### config.mk
export PLATFORM = sky130hd
export DESIGN_NAME = ext_sync_tx
export DESIGN_NICKNAME = d
export VERILOG_FILES = /design/src/rtl/ext_sync_tx_pkg.sv /design/src/rtl/sclk_sync.sv /design/src/rtl/tx_buffer.sv /design/src/rtl/tx_shift_fsm.sv /design/src/rtl/ext_sync_tx.sv
export SDC_FILE = /design/constraint.sdc
export NUM_CORES = 1
export LEC_CHECK = 0
export BUFFER_PORTS_ARGS = -buffer_cell sky130_fd_sc_hd__buf_2
export CORE_ASPECT_RATIO = 1.5
export CORE_MARGIN = 8
export CORE_UTILIZATION = 45
export CTS_BUF_LIST = sky130_fd_sc_hd__clkbuf_4 sky130_fd_sc_hd__clkbuf_8
export DETAILED_ROUTE_END_ITERATION = 10
export PLACE_DENSITY = 0.69
export SETUP_SLACK_MARGIN = 0.3
export SLEW_MARGIN = 10
export SYNTH_ARGS = -nofsm -noshare
export SYNTH_HDL_FRONTEND = slang
export SYNTH_SLANG_ARGS = --single-unit
### constraint.sdc
create_clock -name clk -period 5.3 [get_ports clk]
set_clock_uncertainty 0.2 [all_clocks]
set_input_delay 0.265 -clock clk [delete_from_list [all_inputs] [get_ports clk]]
set_output_delay 0.265 -clock clk [all_outputs]
set_load 0.03 [all_outputs]
### src/rtl/ext_sync_tx_pkg.sv
package ext_sync_tx_pkg;

    typedef enum logic [1:0] {
        ST_IDLE  = 2'd0,
        ST_ARMED = 2'd1,
        ST_BIT   = 2'd2
    } tx_state_e;

endpackage

### src/rtl/sclk_sync.sv
module sclk_sync #(
    parameter int   STAGES   = 2,
    parameter logic IDLE_LVL = 1'b1
) (
    input  logic clk,
    input  logic rst,
    input  logic pin_i,
    output logic rise_o,
    output logic fall_o
);
    localparam int LAST = STAGES - 1;

    logic [STAGES-1:0] chain_q;
    logic              prev_q;

    always_ff @(posedge clk) begin
        if (rst) begin
            chain_q <= {STAGES{IDLE_LVL}};
            prev_q  <= IDLE_LVL;
        end else begin
            for (int i = 0; i < STAGES; i++) begin
                chain_q[i] <= (i == 0) ? pin_i : chain_q[(i == 0) ? 0 : i - 1];
            end
            prev_q <= chain_q[LAST];
        end
    end

    assign rise_o = chain_q[LAST] & ~prev_q;
    assign fall_o = ~chain_q[LAST] & prev_q;

endmodule

### src/rtl/tx_buffer.sv
module tx_buffer #(
    parameter int W = 8
) (
    input  logic         clk,
    input  logic         rst,
    input  logic         wr_en,
    input  logic [W-1:0] wr_data,
    input  logic         take_i,
    input  logic         err_clr,
    output logic [W-1:0] data_o,
    output logic         full_o,
    output logic         ovr_o
);
    logic         accept;
    logic         clash;

    assign accept = wr_en & (~full_o | take_i);
    assign clash  = wr_en & full_o & ~take_i;

    always_ff @(posedge clk) begin
        if (rst) begin
            data_o <= '0;
            full_o <= 1'b0;
            ovr_o  <= 1'b0;
        end else begin
            if (accept) begin
                data_o <= wr_data;
                full_o <= 1'b1;
            end else if (take_i) begin
                full_o <= 1'b0;
            end
            if (clash) begin
                ovr_o <= 1'b1;
            end else if (err_clr) begin
                ovr_o <= 1'b0;
            end
        end
    end


    ovr_set_chk: assert property (@(posedge clk) disable iff (rst)
        (wr_en && full_o && !take_i) |=> (ovr_o && $stable(data_o)));


    take_empty_chk: assert property (@(posedge clk) disable iff (rst)
        (take_i && !wr_en) |=> !full_o);

endmodule

### src/rtl/tx_shift_fsm.sv
module tx_shift_fsm
    import ext_sync_tx_pkg::*;
#(
    parameter int W = 8
) (
    input  logic         clk,
    input  logic         rst,
    input  logic         rise_i,
    input  logic         fall_i,
    input  logic         buf_full_i,
    input  logic [W-1:0] buf_data_i,
    input  logic         irq_clr,
    output logic         take_o,
    output logic         sdo_o,
    output logic         irq_o,
    output logic         idle_o
);
    localparam int CW = (W > 1) ? $clog2(W) : 1;
    localparam logic [CW-1:0] LAST = CW'(W - 1);

    tx_state_e     state_q, state_d;
    logic [W-1:0]  shift_q;
    logic [CW-1:0] idx_q;
    logic          frame_end;

    assign frame_end = (state_q == ST_BIT) && rise_i && (idx_q == LAST);

    always_comb begin
        state_d = state_q;
        take_o  = 1'b0;
        unique case (state_q)
            ST_IDLE: begin
                if (buf_full_i) begin
                    take_o  = 1'b1;
                    state_d = ST_ARMED;
                end
            end
            ST_ARMED: begin
                if (fall_i) state_d = ST_BIT;
            end
            ST_BIT: begin
                if (rise_i) begin
                    if (idx_q != LAST) begin
                        state_d = ST_ARMED;
                    end else if (buf_full_i) begin
                        take_o  = 1'b1;
                        state_d = ST_ARMED;
                    end else begin
                        state_d = ST_IDLE;
                    end
                end
            end
            default: state_d = ST_IDLE;
        endcase
    end

    always_ff @(posedge clk) begin
        if (rst) state_q <= ST_IDLE;
        else     state_q <= state_d;
    end

    always_ff @(posedge clk) begin
        if (rst) begin
            shift_q <= '0;
            idx_q   <= '0;
            sdo_o   <= 1'b1;
            irq_o   <= 1'b0;
        end else begin
            if (state_q == ST_ARMED && fall_i) begin
                sdo_o   <= shift_q[0];
                shift_q <= shift_q >> 1;
            end
            if (take_o) begin
                shift_q <= buf_data_i;
                idx_q   <= '0;
            end else if (state_q == ST_BIT && rise_i) begin
                idx_q <= idx_q + 1'b1;
            end
            if (frame_end && !buf_full_i) begin
                sdo_o <= 1'b1;
            end
            if (take_o) begin
                irq_o <= 1'b1;
            end else if (irq_clr) begin
                irq_o <= 1'b0;
            end
        end
    end

    assign idle_o = (state_q == ST_IDLE);


    sdo_hold_chk: assert property (@(posedge clk) disable iff (rst)
        (!fall_i && !rise_i) |=> $stable(sdo_o));


    idle_high_chk: assert property (@(posedge clk) disable iff (rst)
        (state_q == ST_IDLE) |-> sdo_o);


    idle_ignore_chk: assert property (@(posedge clk) disable iff (rst)
        (state_q == ST_IDLE && !buf_full_i) |=> (state_q == ST_IDLE));


    irq_set_chk: assert property (@(posedge clk) disable iff (rst)
        take_o |=> irq_o);

endmodule

### src/rtl/ext_sync_tx.sv
module ext_sync_tx #(
    parameter int   DATA_W      = 8,
    parameter int   SYNC_STAGES = 2,
    parameter logic SCLK_IDLE   = 1'b1
) (
    input  logic              clk,
    input  logic              rst,
    input  logic              wr_en,
    input  logic [DATA_W-1:0] wr_data,
    input  logic              irq_clr,
    input  logic              err_clr,
    input  logic              sclk_in,
    output logic              sdo,
    output logic              buf_empty,
    output logic              irq_flag,
    output logic              ovr_err,
    output logic              tx_idle
);
    logic              edge_rise;
    logic              edge_fall;
    logic              take;
    logic              buf_full;
    logic [DATA_W-1:0] buf_data;

    sclk_sync #(
        .STAGES   (SYNC_STAGES),
        .IDLE_LVL (SCLK_IDLE)
    ) u_sync (
        .clk    (clk),
        .rst    (rst),
        .pin_i  (sclk_in),
        .rise_o (edge_rise),
        .fall_o (edge_fall)
    );

    tx_buffer #(
        .W (DATA_W)
    ) u_buf (
        .clk     (clk),
        .rst     (rst),
        .wr_en   (wr_en),
        .wr_data (wr_data),
        .take_i  (take),
        .err_clr (err_clr),
        .data_o  (buf_data),
        .full_o  (buf_full),
        .ovr_o   (ovr_err)
    );

    tx_shift_fsm #(
        .W (DATA_W)
    ) u_fsm (
        .clk        (clk),
        .rst        (rst),
        .rise_i     (edge_rise),
        .fall_i     (edge_fall),
        .buf_full_i (buf_full),
        .buf_data_i (buf_data),
        .irq_clr    (irq_clr),
        .take_o     (take),
        .sdo_o      (sdo),
        .irq_o      (irq_flag),
        .idle_o     (tx_idle)
    );

    assign buf_empty = ~buf_full;

endmodule

# Yosys cells after proc, flatten, opt, wreduce, memory -nomap -nowiden
# Index checks and enable logic that the tools add are counted.
# word_totals
input_bits,14
ff_bits,28
elab_cells,59
out_inout_bits,5
# classes
add_sub_neg,1
eq_ne,7
n_mux,18
bitwise_logic,10
reduce_logical,13
# op_table
cell,count
$mux W8,2
$mux W1,10
$mux W2,4
$reduce_bool A2 Y1,4
$ne A2 B1 Y1 const B,3
$pmux W2 S3,1
$and A1 B1 Y1,5
$logic_and A1 B1 Y1,4
$not A1 Y1,4
$reduce_or A2 Y1,2
$add A3 B1 Y3 const B,1
$eq A3 B3 Y1 const B,1
$ne A3 B3 Y1 const B,1
$reduce_and A3 Y1,1
$eq A2 B1 Y1 const B,1
$eq A2 B2 Y1 const B,1
$logic_not A2 Y1,1
$pmux W1 S2,1
$logic_not A1 Y1,1
$or A1 B1 Y1,1

# Longest topological paths before layout
# Gate-level depths: netlist of the first run.
# logic_depth
ltp_word,7
mapped_depth,7
depth_no_buf,6

# Modules after synthesis
# A second synthesis of the first run with hierarchy kept.
# hier_totals
hier_cells,135
hier_area_um2,1318.8
# modules_own_cells
module,area_each_um2,n_inst,cells_per_inst
tx_shift_fsm,780.7,1,83
tx_buffer,441.7,1,43
sclk_sync,92.6,1,8
ext_sync_tx,3.8,1,1

# Worst setup path after synthesis of the first run
# Ideal clock, no wire load.
# synth_timing
path_type,register -> register
start,reg u_fsm.idx_q[0]
end,reg u_buf.data_o[0]
required_ns,4.972
n_path_buf,0
path_stages_with_launch,7
setup_time_ns,0.128
t_arrival_ns,1.470
setup_slack_ns,3.503
cell_sequence,dfxtp_1 -> ha_1 -> ha_1 -> and4bb_4 -> o21ai_4 -> mux2i_1 -> nor2_1
# synth_via
elab_chain_len,6
# synth_lines
item,line,rtl
from (decl),tx_shift_fsm.sv:23,logic [CW-1:0] idx_q;
from (signal assigned),tx_shift_fsm.sv:77,idx_q <= idx_q + 1'b1;
$ne A3 B3 Y1,tx_shift_fsm.sv:43,if (idx_q != LAST) begin
$mux W1,tx_shift_fsm.sv:43,
$mux W1,tx_shift_fsm.sv:42,if (rise_i) begin
$pmux W1 S2,tx_shift_fsm.sv:31,unique case (state_q)
$or A1 B1 Y1,tx_buffer.sv:17,assign accept = wr_en & (~full_o | take_i);
$and A1 B1 Y1,tx_buffer.sv:17,
to (signal assigned),tx_buffer.sv:27,data_o <= wr_data;
to (decl),tx_buffer.sv:10,"output logic [W-1:0] data_o,"
# No other way between the ends.
# A chain may end at the register's enable or synchronous reset.

# Final worst setup path of the first run
# layout_timing
start,reg u_fsm.idx_q[0]
end,reg u_fsm.shift_q[0]
# layout_via
elab_chain_len,5
elab_cells_between_ends,6
classes_between,1 x eq/ne; 4 x mux; 1 x reduce/logical
# layout_lines
item,line,rtl
$ne A3 B3 Y1 *,tx_shift_fsm.sv:43,
$mux W1 *,tx_shift_fsm.sv:43,
$mux W1 *,tx_shift_fsm.sv:42,
$pmux W1 S2 *,tx_shift_fsm.sv:31,
$mux W8 / $reduce_bool A2 Y1 (equally long branches),n/a,
to (signal assigned),tx_shift_fsm.sv:71,shift_q <= shift_q >> 1;
to (signal assigned),tx_shift_fsm.sv:74,shift_q <= buf_data_i;
to (decl),tx_shift_fsm.sv:22,logic [W-1:0] shift_q;
# Every way passes the cells marked *; elsewhere a longest branch is shown, timed or not.

==> results of run 1 <==
where the power goes:
| group | switching (mW) | total (mW) | leakage (nW) | internal (mW) |
|---|---|---|---|---|
| Clock | 0.0636 | 0.130 | 0.0288 | 0.0665 |
| Sequential | 0.00690 | 0.226 | 0.229 | 0.219 |
| Combinational | 0.0227 | 0.0416 | 0.300 | 0.0190 |
path summary, 6_finish.rpt:
path	endpoint	slack, ns	cells after the start
worst max-delay path	u_fsm.shift_q[0]	3.23	6
worst min-delay path	u_buf.data_o[4]	0.02	3
worst max register to register	u_fsm.shift_q[0]	3.23	6
worst min register to register	u_sync.chain_q[1]	0.23	1
flip-flops by register name (all words and copies together), names as in the netlist:
name	flops
u_fsm.idx_q	3
u_buf.ovr_o	1
u_fsm.state_q	2
u_fsm.sdo_o	1
u_sync.chain_q	2
u_buf.data_o	8
u_buf.full_o	1
u_fsm.irq_o	1
u_fsm.shift_q	8
u_sync.prev_q	1
critical path, cell delays in order (launching register included):
cell and delay [ns]:
dfxtp_1 0.36, ha_1 0.16, ha_1 0.24, nand3b_1 0.15, a21boi_2 0.54, mux2i_1 0.26
nor2_1 0.05
metal layers:
metal / vias up / global-route usage (%)
li1: 443 / -
met1: 411 / 12.1
met2: 13 / 17.4
met3: 5 / 2.26
met4: 0 / 5.91
met5: - / 0
cells by family after synthesis:
kind of cell	synth area share (%)
and+or+nand+nor	21.1
AOI/OAI and AO/OA	11.2
muxes	12.9
DFF	47.4
xor gates and xnor gates	0.740
buffers and inverters	4.54
adders and majority gates	2.11
placed cells by master, fill, tap and decap left out:
cell,instances
nor4bb_4,1
nor3_1,5
nor2b_1,3
or2_2,3
mux2_1,2
mux2i_1,13
buf_2,18
dlygate4sd3_1,1
ha_1,2
and4bb_4,1
a311oi_2,1
or3_1,1
dfxtp_1,28
xnor2_1,1
a21oi_1,6
nand2_1,2
nand2b_1,3
o21ai_4,1
or3b_1,1
a222oi_1,5
o21ai_1,2
clkbuf_8,4
a21boi_2,1
inv_1,4
nor2_1,24
nand3b_1,1
nor3b_1,1
per-stage QoR:
step           setup slack [ns]  area (um^2)  utilization (%)  hold slack (ns)
6_report                   3.23         1330             51.4           0.0192
5_1_grt                    3.09         1330             51.4           0.0113
4_1_cts                    3.22         1330             51.4           0.0144
3_5_place_dp               3.24         1270             48.9            0.205
3_3_place_gp               3.29         1270             48.9            0.193
2_1_floorplan              3.50         1180                -            0.169
layout make-up:
class	count	area, um^2
inverters	4	15.0
well taps	25	31.3
clock buffers	4	55.1
flip-flops and latches	28	561
multi-input cells	80	569
fillers	240	1260
repair buffers	19	100
what timing repair did:
action                                 4_1_cts  5_1_grt
endpoints found under the hold margin        1        0
buffers inserted                             0        0
hold buffers                                 1        0
==> impl_metrics.py, run 1 <==
metrics = {
    "pwr": {
        "power_mw": 0.398,
        "p_leak_nw": 0.558,
        "ir_drop_uv": 156,
        "p_per_area_mw_per_mm2": 299,
    },
    "cts": {
        "htreeDepth": 1,
        "cts.root.buffer_cell": "clkbuf_8",
        "numClockSinks": 28,
        "cts_resized": 0,
        "cts_buffers": 3,
        "clock_latency_ns": 0.27,
        "cts_tree": "built",
        "clockBufferDepth": 2,
        "clk_transition_reported_paths_ns": 0.09,
    },
    "synthesis": {
        "async_flop_share_pct": 0,
        "yosys-top-cells-area": "dfxtp_1 47%, mux2i_1 11%, nor2_1 7.6%",
        "ys_types": 27,
        "syn-instance-count": 118,
        "postSynthAreaPerCell_um2": 10.0,
        "ys_seq_elements": 28,
        "synth_top_area_cell": "dfxtp_1",
        "synth_warnings": 0,
        "netlist_top_cells_count": "28 x dfxtp_1, 24 x nor2_1, 13 x mux2i_1",
        "yosysMostFrequentCell": "dfxtp_1",
        "synth_edf_count": 0,
        "ys_seq_area_share_pct": 47.4,
        "netlist_area_mm2": 0.00118,
        "synth_flop_cell": "dfxtp_1",
        "synth_top_area_share_pct": 47.4,
        "syn-num-nets": 134,
    },
    "floorplan": {
        "ioPinCount": 19,
        "fp.dieH_um": 78.8,
        "die_w_um": 57.9,
        "die_area_mm2": 0.00456,
        "rows": 23,
        "core_mm2": 0.00259,
        "start_util_pct": 45.7,
    },
    "critical_path": {
        "worstPathMaxFanout": 13,
        "worst-setup-path-type": "reg2reg",
        "start_kind": "flip-flop",
        "r2r_start": "u_fsm.idx_q[0]",
        "cp.required_ns": 5.25,
        "worstSetupEndpointType": "flip-flop",
        "startpoint": "u_fsm.idx_q[0]",
        "cp.arrival_ns": 2.02,
    },
    "grt": {
        "grt_pass1_vias": 844,
        "grt_max_degree": 29,
        "antenna_found_initial": 0,
        "grt.overflow.total": 0,
        "grt_pass1_wl_um": 3840,
        "grt.total_usage_pct": 10.5,
    },
    "worst_hold_path": {
        "hold_start": "wr_data[4]",
        "min_path_type": "in2reg",
    },
    "timing": {
        "fin_crit_ns": 2.07,
        "setup_viol": 0,
        "rsz0062_at_grt": "false",
        "relSlewSlack_pct": 57.7,
        "slew_violations": 0,
        "fin_crit_sh_pct": 39.1,
        "fmax_ghz": 0.483,
        "tns_ns": 0,
        "worst_pin_slew_ns": 0.631,
        "hold_viol_final": 0,
    },
    "route": {
        "drtIter0Drc": 36,
        "dr_wl_met2_um": 1120,
        "drtAntennaViolNets": 0,
        "drcViolationCount": 0,
        "route.met3.wl_um": 59,
        "dr.pass1.iters": 4,
        "via_count": 872,
        "vias_per_cell": 5.45,
        "wl_per_cell_um": 13.8,
        "m1WireLength_um": 976,
        "top_layer": "met4",
        "drt-total-wl_um": 2200,
    },
    "place": {
        "dp.cells": 155,
        "dp_hpwl_um": 1590,
        "gp_congestion": 0.826,
        "io_buffers": 18,
    },
    "run": {
        "cap_violations": 0,
    },
    "cells_and_area": {
        "area_delta_synth_final_pct": 12.5,
        "drive_gt1_share_pct": 22.2,
        "final_cells": 160,
        "nets": 152,
        "diodes": 0,
    },
    "run_status": {
        "status": "completed",
    },
}
Power figures use the tool's default switching activity.
==> inputs of run 2 (changes only) <==
Settings changed: PLACE_DENSITY 0.69 to 0.71.
Clock period 5.3 ns to 1.7 ns, I/O delays scaled along.
==> impl_metrics.py, run 2 (synthesis results as in run 1) <==
metrics = {
    "run_status": {
        "status": "complete, but fails checks",
        "violations": "setup timing",
    },
    "worst_hold_path": {
        "hold_depth": 2,
        "hold_start": "rst",
        "whs_endpoint": "u_buf.data_o[5]",
        "min_path_type": "in2reg",
    },
    "pwr": {
        "p_leak_nw": 0.730,
        "p_int_mw": 1.10,
        "p_seq_share_pct": 49.7,
        "clockPowerShare_pct": 36.4,
        "combinationalPowerShare_pct": 13.9,
        "p_per_area_mw_per_mm2": 817,
        "ir_drop_uv": 628,
        "p_sw_mw": 0.313,
        "power_mw": 1.42,
        "switching_share_pct": 22.1,
    },
    "critical_path": {
        "cp.arrival_ns": 1.68,
        "startpoint": "u_fsm.idx_q[1]",
        "cp.required_ns": 1.64,
        "cp_top_family": "flip-flops",
        "crit_path_max_incr_delay_ns": 0.34,
        "r2r_slack_ns": -0.03,
        "cp_num_buf_inv": 1,
        "reg2reg_depth": 7,
        "worst-setup-path-type": "reg2reg",
        "worstSetupEndpointType": "flip-flop",
        "r2r_end": "u_buf.data_o[0]",
        "critPathMostFrequentCell": "ha_4",
        "worstPathMaxFanout": 8,
        "slowest_stage": "dfxtp_2",
        "crit_path_cell_trace": "ha_4 -> ha_4 -> and4bb_4 -> o21ai_4 -> buf_12 -> mux2i_1 -> nor2_1",
        "r2r_start": "u_fsm.idx_q[1]",
        "start_kind": "flip-flop",
    },
    "cts": {
        "clock_latency_ns": 0.27,
        "cts_tree": "built",
        "numClockSinks": 28,
        "clk_transition_reported_paths_ns": 0.10,
        "cts.root.buffer_cell": "clkbuf_8",
        "cts_buffers": 3,
        "clockBufferDepth": 2,
        "htreeDepth": 1,
    },
    "cells_and_area": {
        "area_delta_synth_final_pct": 46.5,
        "reg_top3": "u_buf.data_o x8, u_fsm.shift_q x8, u_fsm.idx_q x3",
        "diodes": 0,
        "final_util_pct": 67.0,
        "nets": 182,
        "layout.cells.most_common_list": "22 x nor2_1, 22 x dfxtp_1, 17 x buf_2",
        "drive_gt1_share_pct": 42.4,
    },
    "timing": {
        "setup_viol": 13,
        "slew_violations": 0,
        "worst_pin_slew_ns": 0.510,
        "fin_crit_sh_pct": 102,
        "fmax_ghz": 0.578,
        "relSlewSlack_pct": 66.0,
        "hold_viol_final": 0,
        "tns_ns": -0.180,
        "finalWorstSetupSlack_ns": -0.0307,
        "fin_crit_ns": 1.73,
        "fin_hold_ws_ns": 0.0635,
        "rsz0062_at_grt": "true",
    },
    "route": {
        "drtIter0Drc": 41,
        "via_count": 989,
        "drtAntennaViolNets": 0,
        "drcViolationCount": 0,
        "wl_per_cell_um": 14.4,
        "vias_per_cell": 5.21,
        "dr.pass1.iters": 5,
        "drt-total-wl_um": 2740,
    },
    "floorplan": {
        "fp.dieH_um": 78.8,
        "rows": 23,
        "ioPinCount": 19,
        "start_util_pct": 45.7,
        "die_w_um": 57.9,
        "die_area_mm2": 0.00456,
        "core_mm2": 0.00259,
    },
    "place": {
        "dp_hpwl_um": 1740,
        "gp_congestion": 0.879,
        "io_buffers": 18,
    },
    "grt": {
        "grt.total_usage_pct": 11.9,
        "grt.overflow.total": 0,
        "antenna_found_initial": 0,
        "grt_pass1_vias": 996,
        "grt_max_degree": 29,
        "grt_pass1_wl_um": 4440,
    },
    "run": {
        "cap_violations": 0,
    },
}
run 2: cell count changes in the layout (fill, tap and decap cells not counted), sizes merged:
cell / previous run / this run
buf: 18 / 37
clkbuf: 4 / 3
dlygate4sd3: 1 / 12
bufinv: 0 / 1
run 2: how the worst max path moves through the flow:
stage                       endpoint  slack, ns  cells after the start
detailed placement   u_buf.data_o[0]      -0.04                      7
global placement     u_buf.data_o[2]       0.01                      7
global route        u_fsm.shift_q[1]      -0.11                      6
CTS                  u_buf.data_o[0]      -0.04                      7
floorplan            u_buf.data_o[0]       0.01                      6
finish               u_buf.data_o[0]      -0.03                      7
run 2: power groups by stage:
stage	Combinational [mW]	Clock (mW)	Sequential, mW
after floorplan	0.0998	0	0.718
after global placement	0.153	0	0.716
after detailed placement	0.157	0	0.717
after CTS	0.191	0.537	0.703
after global routing	0.215	0.558	0.708
final	0.197	0.516	0.704
run 2: layer usage:
layer	vias up	GRT usage [%]	wire length, um
met5	-	0	0
met4	0	3.20	18
met3	2	3.07	117
met2	15	20.9	1430
met1	465	13.8	1180
li1	507	-	-
run 2: worst register-to-register path: cells and delay by family (launching register included):
kind	cells	cell delay, ns
and+or+nand+nor	2	0.27
buffers and inverters	1	0.15
DFF	1	0.34
adders and majority gates	2	0.32
AOI/OAI and AO/OA	1	0.14
muxes	1	0.18
run 2: what timing repair did:
item                                    CTS  global route
gates resized for setup                  12            11
pin swaps                                 6             8
endpoints found under the hold margin    12             0
buffers inserted                          5             3
endpoints found under the setup margin   24            24
hold buffers                             12             0
run 2: layout make-up:
| type | count | area, um^2 |
|---|---|---|
| sequential | 28 | 568 |
| clock buffer | 3 | 41.3 |
| tap | 25 | 31.3 |
| timing repair buffer | 49 | 387 |
| inverter | 4 | 15.0 |
| fill | 199 | 856 |
| multi-input combinational | 80 | 662 |
| clock inverter | 1 | 30.0 |
run 2: through the flow:
step / cells / instance area [um^2] / setup WS [ns]
2_1_floorplan: 118 / 1230 / 0.00987
3_3_place_gp: 166 / 1400 / 0.0147
5_1_grt: 190 / 1730 / -0.109
4_1_cts: 187 / 1680 / -0.0382
3_5_place_dp: 166 / 1400 / -0.0393
6_report: 190 / 1730 / -0.0307
